File: src/rtl/pkt_framer_pkg.sv
package pkt_framer_pkg;

  localparam logic [7:0] CODE_SOP    = 8'h7A;
  localparam logic [7:0] CODE_EOP    = 8'h7B;
  localparam logic [7:0] CODE_CHAN   = 8'h7C;
  localparam logic [7:0] CODE_PKTESC = 8'h7D;
  localparam logic [7:0] CODE_IDLE   = 8'h4A;
  localparam logic [7:0] CODE_LNKESC = 8'h4D;
  localparam logic [7:0] CHAN_NUM    = 8'h00;
  localparam logic [7:0] FOLD_MASK   = 8'h20;

  typedef enum logic [2:0] {
    FR_IDLE,
    FR_CHMARK,
    FR_CHNUM,
    FR_DATA,
    FR_LAST,
    FR_ESCD
  } fr_state_t;

endpackage

File: src/rtl/pkt_esc_classify.sv
module pkt_esc_classify
  import pkt_framer_pkg::*;
(
  input  logic [7:0] byte_in,
  output logic       needs_esc,
  output logic [7:0] esc_char,
  output logic [7:0] folded
);

  logic hit_pkt;
  logic hit_lnk;

  // framing-layer codes take the packet escape
  assign hit_pkt = (byte_in == CODE_SOP) || (byte_in == CODE_EOP) ||
                   (byte_in == CODE_CHAN) || (byte_in == CODE_PKTESC);
  // link-layer codes take the link escape
  assign hit_lnk = (byte_in == CODE_IDLE) || (byte_in == CODE_LNKESC);

  assign needs_esc = hit_pkt || hit_lnk;
  assign esc_char  = hit_pkt ? CODE_PKTESC : CODE_LNKESC;
  assign folded    = byte_in ^ FOLD_MASK;

endmodule

File: src/rtl/pkt_word_align.sv
module pkt_word_align #(
  parameter int WORD_BYTES = 4
) (
  input  logic       clk,
  input  logic       rst_n,
  input  logic       pos_clr,
  input  logic       pos_adv,
  input  logic [1:0] tail_len,
  output logic       aligned
);

  localparam int PW = (WORD_BYTES > 1) ? $clog2(WORD_BYTES) : 1;
  localparam logic [PW+1:0] MASK = (PW + 2)'(WORD_BYTES - 1);

  logic [PW-1:0] pos_q;
  logic [PW-1:0] pos_d;
  logic          pos_en;
  logic [PW+1:0] sum;

  // byte position inside the packet, modulo the word size
  always_comb begin
    pos_en = pos_clr || pos_adv;
    pos_d  = pos_clr ? PW'(1) : pos_q + PW'(1);
  end

  always_ff @(posedge clk or negedge rst_n) begin
    if (!rst_n) begin
      pos_q <= '0;
    end else if (pos_en) begin
      pos_q <= pos_d;
    end
  end

  // the end marker may go out once the tail closes the word
  assign sum     = (PW + 2)'(pos_q) + (PW + 2)'(tail_len);
  assign aligned = ((sum & MASK) == '0);

endmodule

File: src/rtl/pkt_byte_framer.sv
module pkt_byte_framer
  import pkt_framer_pkg::*;
#(
  parameter int WORD_BYTES = 4
) (
  input  logic       clk,
  input  logic       rst_n,
  input  logic       in_valid,
  input  logic [7:0] in_data,
  input  logic       in_last,
  output logic       in_ready,
  output logic [7:0] out_byte
);

  fr_state_t  state_q;
  fr_state_t  state_d;
  logic [7:0] out_q;
  logic [7:0] out_d;
  logic       needs_esc;
  logic [7:0] esc_char;
  logic [7:0] folded;
  logic       pos_clr;
  logic       pos_adv;
  logic       aligned;
  logic [1:0] tail_len;

  pkt_esc_classify u_cls (
    .byte_in   (in_data),
    .needs_esc (needs_esc),
    .esc_char  (esc_char),
    .folded    (folded)
  );

  assign tail_len = needs_esc ? 2'd3 : 2'd2;
  assign pos_adv  = (state_q != FR_IDLE);

  pkt_word_align #(.WORD_BYTES(WORD_BYTES)) u_align (
    .clk      (clk),
    .rst_n    (rst_n),
    .pos_clr  (pos_clr),
    .pos_adv  (pos_adv),
    .tail_len (tail_len),
    .aligned  (aligned)
  );

  always_comb begin
    state_d  = state_q;
    out_d    = CODE_IDLE;
    in_ready = 1'b0;
    pos_clr  = 1'b0;
    unique case (state_q)
      FR_IDLE: begin
        if (in_valid) begin
          out_d   = CODE_SOP;
          pos_clr = 1'b1;
          state_d = FR_CHMARK;
        end
      end
      FR_CHMARK: begin
        out_d   = CODE_CHAN;
        state_d = FR_CHNUM;
      end
      FR_CHNUM: begin
        out_d   = CHAN_NUM;
        state_d = FR_DATA;
      end
      FR_DATA: begin
        if (in_valid) begin
          if (in_last) begin
            if (aligned) begin
              out_d   = CODE_EOP;
              state_d = FR_LAST;
            end
          end else if (needs_esc) begin
            out_d   = esc_char;
            state_d = FR_ESCD;
          end else begin
            out_d    = in_data;
            in_ready = 1'b1;
          end
        end
      end
      FR_LAST: begin
        if (needs_esc) begin
          out_d   = esc_char;
          state_d = FR_ESCD;
        end else begin
          out_d    = in_data;
          in_ready = 1'b1;
          state_d  = FR_IDLE;
        end
      end
      FR_ESCD: begin
        out_d    = folded;
        in_ready = 1'b1;
        state_d  = in_last ? FR_IDLE : FR_DATA;
      end
      default: state_d = FR_IDLE;
    endcase
  end

  always_ff @(posedge clk or negedge rst_n) begin
    if (!rst_n) begin
      state_q <= FR_IDLE;
      out_q   <= CODE_IDLE;
    end else begin
      state_q <= state_d;
      out_q   <= out_d;
    end
  end

  assign out_byte = out_q;

endmodule

File: config.mk
export PLATFORM = sky130hd
export DESIGN_NAME = pkt_byte_framer
export DESIGN_NICKNAME = d
export VERILOG_FILES = /design/src/rtl/pkt_framer_pkg.sv /design/src/rtl/pkt_esc_classify.sv /design/src/rtl/pkt_word_align.sv /design/src/rtl/pkt_byte_framer.sv
export SDC_FILE = /design/constraint.sdc
export NUM_CORES = 1
export LEC_CHECK = 0
export BUFFER_PORTS_ARGS = -buffer_cell sky130_fd_sc_hd__buf_2
export CAP_MARGIN = 20
export CORE_UTILIZATION = 43
export CTS_CLUSTER_DIAMETER = 100
export DETAILED_ROUTE_END_ITERATION = 6
export PLACE_DENSITY = 0.7
export SYNTH_ARGS = -nofsm -noshare
export SYNTH_HDL_FRONTEND = slang
export SYNTH_SLANG_ARGS = --single-unit
File: constraint.sdc
create_clock -name clk -period 1.7 [get_ports clk]
set_clock_uncertainty 0.1 [all_clocks]
set_input_delay 0.17 -clock clk [delete_from_list [all_inputs] [get_ports clk]]
set_output_delay 0.17 -clock clk [all_outputs]
set_load 0.01 [all_outputs]
==> results of run 1 <==
==> cell families (layout without fill, tap and decap cells) <==
group / count (synthesis) / after routing / synth area share, %
AOI/OAI and AO/OA: 29 / 29 / 24.2
DFF: 13 / 13 / 40.3
xor gates and xnor gates: 2 / 2 / 2.15
buffers and inverters: 12 / 54 / 5.52
adders and majority gates: 1 / 1 / 1.53
muxes: 1 / 1 / 1.23
and+or+nand+nor: 39 / 39 / 25.0
==> stage by stage <==
stage	total power [mW]	cell area, µm²
after floorplan	0.947	872
after global placement	1.15	1100
after detailed placement	1.17	1100
after CTS	1.43	1210
after global routing	1.59	1240
final	1.49	1240
==> timing repair <==
action                     4_1_cts  5_1_grt
setup buffers                    3        2
hold buffers                     1        0
pin swaps                        8        7
resized for setup                8        3
hold endpoints to repair        13        0
setup endpoints to repair        7        7
==> critical path, stage by stage <==
cell and delay (ns):
buf_8 0.10, or3_4 0.40, a2111oi_4 0.40, nor2_2 0.08, inv_2 0.07, ha_4 0.15, xnor2_4 0.15, nor3b_2 0.10
a31oi_1 0.26, o211ai_1 0.13
==> sequential cells by signal (all words and copies together), names as in the netlist <==
register and flops:
out_byte 8, state_q 3, u_align.pos_q 2
==> area by class of cell <==
class / instances / area (µm²)
inverters: 9 / 33.8
flip-flops and latches: 13 / 329
repair buffers: 41 / 277
well taps: 25 / 31.3
clock buffers: 4 / 26.3
fillers: 136 / 502
multi-input cells: 72 / 547
==> cells in the final DEF (no fill, tap or decap), drive strengths merged, types with 2 or more instances in the layout <==
cell type | netlist | layout
buf | 0 | 40
o21ai | 11 | 11
dfrtp | 10 | 10
nor2 | 10 | 10
inv | 9 | 9
nand2 | 6 | 6
nand3 | 5 | 5
a21oi | 5 | 5
clkbuf | 3 | 4
and3 | 3 | 3
dfstp | 3 | 3
nor3 | 3 | 3
a2111oi | 2 | 2
nand2b | 2 | 2
nor2b | 2 | 2
a211oi | 2 | 2
nand4 | 2 | 2
xnor2 | 2 | 2
a311oi | 2 | 2
==> worst min-delay path by stage <==
stage | startpoint | to | slack (ns)
4_1_cts | in_data[3] | out_byte[3] | 0.11
3_3_place_gp | rst_n | state_q[2] | -0.03
3_5_place_dp | rst_n | state_q[1] | -0.03
5_1_grt | in_data[3] | out_byte[3] | 0.14
2_1_floorplan | rst_n | out_byte[0] | -0.23
6_report | in_data[3] | out_byte[3] | 0.11
==> report_power, final <==
group | internal, mW | switching (mW)
clock network | 0.0913 | 0.111
logic | 0.342 | 0.384
registers | 0.443 | 0.121
==> per-layer routing <==
layer / global-route usage [%] / share of wire, % / vias up
met1: 34.8 / 45 / 434
met5: 0 / 0 / -
li1: - / - / 442
met3: 5.16 / 3.9 / 9
met4: 13.3 / 3.5 / 0
met2: 37.7 / 47 / 31
==> out/qor.csv, run 1 <==
metric,value,unit
Post-Route Setup TNS,-1.21,ns
Synth Flop Type,dfrtp_1,
Avg WL per Cell,14.5,µm
Yosys cell types,35,
worst reg2reg path depth,5,
Synth area leaders,"dfrtp_1, dfstp_2, o21ai_0",
HP Class,input pin to flip-flop,
Final HPWL DP,1.61,mm
failing checks,negative setup slack,
clock tree root driver cell,clkbuf_4,
die height,45.6,µm
Antenna Nets Post-Route,0,
hold path cells,4,
Required @ worst endpoint,1.76,ns
number of flops mapped to enable cells by yosys,0,
Crit. Startpoint,in_data[0],
htree depth,1,
"Warnings, synthesis",0,
Initial Utilization,46.7,%
Antenna Cells,0,
I/O pins,21,
"Seq/Total Area, Yosys",40.3,%
Tightest Pin Transition,0.494,ns
Crit Path Max Fanout,3,
Port Buffer Count,20,
reg2reg setup slack,0.11,ns
layout cells sized above 1,43.9,%
CP endpoint kind,flip-flop,
num rows,15,
GRT Total Usage,25.5,%
pin count of the biggest net entering global routing,17,
Post-route DRC,0,
pre-CTS WS,-0.492,ns
Max Cap Violations,0,
PwrDens,1200,nW/µm²
final core occ,71.3,%
Mapped Avg Cell Area,8.41,µm²
Non-Filler Instances,164,
hold slack final,0.111,ns
Die X,45.6,µm
vias per cell,5.59,
Post-Route WL,2.38,mm
R2R Path End,out_byte[5],
final slew viol count,0,
f_max,0.516,GHz
Num CTS Buffers,3,
final period utilization,114,%
Startpoint Class,input pin,
Synth Register Bits,13,
# clock sinks,13,
final-stage net count,153,
fraction of registers with async set/reset,100,%
GRT overflow,0,
Synth top cells by count,"dfrtp_1, o21ai_0, inv_1, nor2_1, nand2_1",
crit path kind,input pin to flip-flop,
RSZ-0062 raised after global routing,true,
first-pass GRT wire length,3.69,mm
Routability Congestion,0.872,
Synth area leader,dfrtp_1,
placed cell count,154,
worst flop-to-flop path startpoint,u_align.pos_q[0],
Slew headroom,67.1,%
P_leak,0.548,nW
DR iter-0 viols,19,
vias in the first global route,792,
Core Area,1750,µm²
top cell type's share of synthesized area,30.7,%
die area,2080,µm²
Vias,916,
DRT Pass-1 Iters,4,
Peak VDD IR,842,µV
synthesized area,816,µm²
Longest Clk Path Bufs,2,
"Arr. time, crit path",2.00,ns
endpoints failing setup,7,
fin crit period,1.94,ns
P&R area growth vs syn,52.5,%
final hold violations,0,
CP Capture Point,out_byte[5],
clock latency on the worst-skew pair,0.28,ns
Synth Instances,97,
outcome,"finished, violations left",
"Clk pin slew, worst setup/hold paths",0.08,ns
CTS tree,done,
final worst slack,-0.237,ns
Syn Nets,110,
antenna violations before repair,0,
(Power assumes the default switching activity.)
==> inputs of run 2 (changes only) <==
--- a/config.mk
+++ b/config.mk
@@ -7,10 +7,9 @@
 export LEC_CHECK = 0
 export BUFFER_PORTS_ARGS = -buffer_cell sky130_fd_sc_hd__buf_2
 export CAP_MARGIN = 20
-export CORE_UTILIZATION = 43
+export CORE_UTILIZATION = 25
 export CTS_CLUSTER_DIAMETER = 100
 export DETAILED_ROUTE_END_ITERATION = 6
-export PLACE_DENSITY = 0.7
 export SYNTH_ARGS = -nofsm -noshare
 export SYNTH_HDL_FRONTEND = slang
 export SYNTH_SLANG_ARGS = --single-unit
==> out/qor.csv, run 2 (synthesis gave the netlist of run 1 again) <==
metric,value,unit,change
total power,1.53,mW,+2.7%
Startpoint Class,input pin,,
final-stage net count,156,,+2.0%
I/O pins,21,,unchanged
DR iter-0 viols,39,,+20
Tightest Pin Transition,0.548,ns,+0.0547 ns
Vias,907,,-0.98%
Num CTS Buffers,3,,unchanged
PwrDens,1160,nW/µm²,-3.0%
Avg WL per Cell,13.1,µm,-9.5%
Longest Clk Path Bufs,2,,unchanged
"most common cell after layout, fill and taps aside",buf_4,,
Core Area,3080,µm²,+76%
final worst slack,-0.198,ns,+0.0388 ns
failing checks,negative setup slack,,
f_max,0.527,GHz,+2.0%
endpoints failing setup,7,,unchanged
"Clk pin slew, worst setup/hold paths",0.07,ns,about the same
Antenna Nets Post-Route,0,,unchanged
Post-route DRC,0,,unchanged
placement-stage cell area,1140,µm²,+3.5%
vias per cell,4.88,,-13%
final hold violations,0,,unchanged
Routability Congestion,0.871,,about the same
placed cell count,175,,+14%
die area,3500,µm²,+68%
grt met3 use,4.15,%,-1.0 points
max FFs per register,8,,unchanged
antenna violations before repair,0,,unchanged
cells along the critical path,buf_6 -> or3b_4 -> a2111oi_4 -> nor2_2 -> inv_2 -> ha_4 -> xnor2_4 -> nor3b_2 -> nand2_1 -> a311oi_2,,
final slew viol count,0,,unchanged
Slew headroom,63.2,%,-3.9 points
GRT overflow,0,,unchanged
hold slack final,0.117,ns,+0.00613 ns
num rows,20,,+5
layout cells sized above 1,47.2,%,+3.3 points
first-pass GRT wire length,4.13,mm,+12%
Critical Path Max Stage Delay,0.39,ns,about the same
Max Cap Violations,0,,unchanged
die height,59.1,µm,+30%
most frequent cells in the layout,"buf_4, buf_2, dfrtp_1, nor2_1, inv_1",,
Antenna Cells,0,,unchanged
Non-Filler Instances,186,,+13%
Crit Path Max Fanout,3,,unchanged
final period utilization,112,%,-2.3 points
P&R area growth vs syn,61.3,%,
RSZ-0062 raised after global routing,true,,
clock tree root driver cell,clkbuf_4,,
met2 Use GR,29.5,%,-8.2 points
routing usage on met1,17.4,%,-17 points
GR peak layer,met2,,
# clock sinks,13,,unchanged
P_leak,0.573,nW,+4.6%
slowest CP cell,or3b_4,,
crit path kind,input pin to flip-flop,,
cell area after layout,1320,µm²,+5.8%
DRT Pass-1 Iters,4,,unchanged
vias in the first global route,886,,+12%
Port Buffer Count,20,,unchanged
Post-Route WL,2.44,mm,+2.6%
GRT Total Usage,16.1,%,-9.4 points
pre-CTS WS,-0.567,ns,-0.0741 ns
CTS tree,done,,
HP Class,input pin to flip-flop,,
final core occ,42.8,%,-28 points
clock latency on the worst-skew pair,0.28,ns,about the same
htree depth,1,,unchanged
pin count of the biggest net entering global routing,14,,-3
Die X,59.1,µm,+30%
Peak VDD IR,329,µV,-61%
Required @ worst endpoint,1.79,ns,+0.03 ns
CP endpoint kind,flip-flop,,
"Arr. time, crit path",1.99,ns,about the same
Initial Utilization,26.5,%,-20 points
Post-Route Setup TNS,-0.982,ns,+0.230 ns
Final HPWL DP,1.82,mm,+13%
outcome,"finished, violations left",,
fin crit period,1.90,ns,-0.0388 ns
[run 2: cell types whose count changed in the layout (fill, tap and decap cells not counted), sizes merged]
cell / before / now
buf: 40 / 43
[run 2: layer usage]
layer  vias to the layer above  share of wire [%]
met5                         -                  0
met4                         0               0.98
met3                         4                3.6
met2                        25                 55
met1                       436                 40
li1                        442                  -
[run 2: layout make-up]
cell class | instances | area (µm²)
tap | 44 | 55.1
inverter | 9 | 33.8
multi-input combinational | 72 | 561
sequential | 13 | 329
clock buffer | 4 | 26.3
timing repair buffer | 44 | 312
fill | 309 | 1760
[run 2: where the power goes]
group	switching [mW]	leakage, nW	internal (mW)
Combinational	0.410	0.403	0.379
Sequential	0.108	0.155	0.443
Clock	0.101	0.0150	0.0911
Total	0.619	0.573	0.913
[run 2: path summary, 6_finish.rpt]
path                            slack (ns)                to              from  cells past startpoint
worst max-delay path                 -0.20       out_byte[0]        in_data[5]                     10
worst min-delay path                  0.12       out_byte[7]        in_data[7]                      4
worst max register to register        0.11       out_byte[0]  u_align.pos_q[0]                      5
worst min register to register        0.52  u_align.pos_q[0]  u_align.pos_q[0]                      1
max in group asynchronous             1.02       out_byte[3]             rst_n                      2
min in group asynchronous             0.20       out_byte[5]             rst_n                      2
[run 2: what timing repair did]
item	4_1_cts	5_1_grt
gates resized for setup	15	3
pin swaps	12	5
hold buffers	1	0
endpoints found under the hold margin	13	0
gates cloned	0	0
buffers inserted	3	3
setup endpoints to repair	7	7
[run 2: worst max-delay path, delay by kind of cell]
| family | cells | cell delay, ns |
|---|---|---|
| and+or+nand+nor | 4 | 0.85 |
| AOI/OAI and AO/OA | 2 | 0.54 |
| buffers and inverters | 2 | 0.17 |
| adders and majority gates | 1 | 0.15 |
| xor gates and xnor gates | 1 | 0.09 |
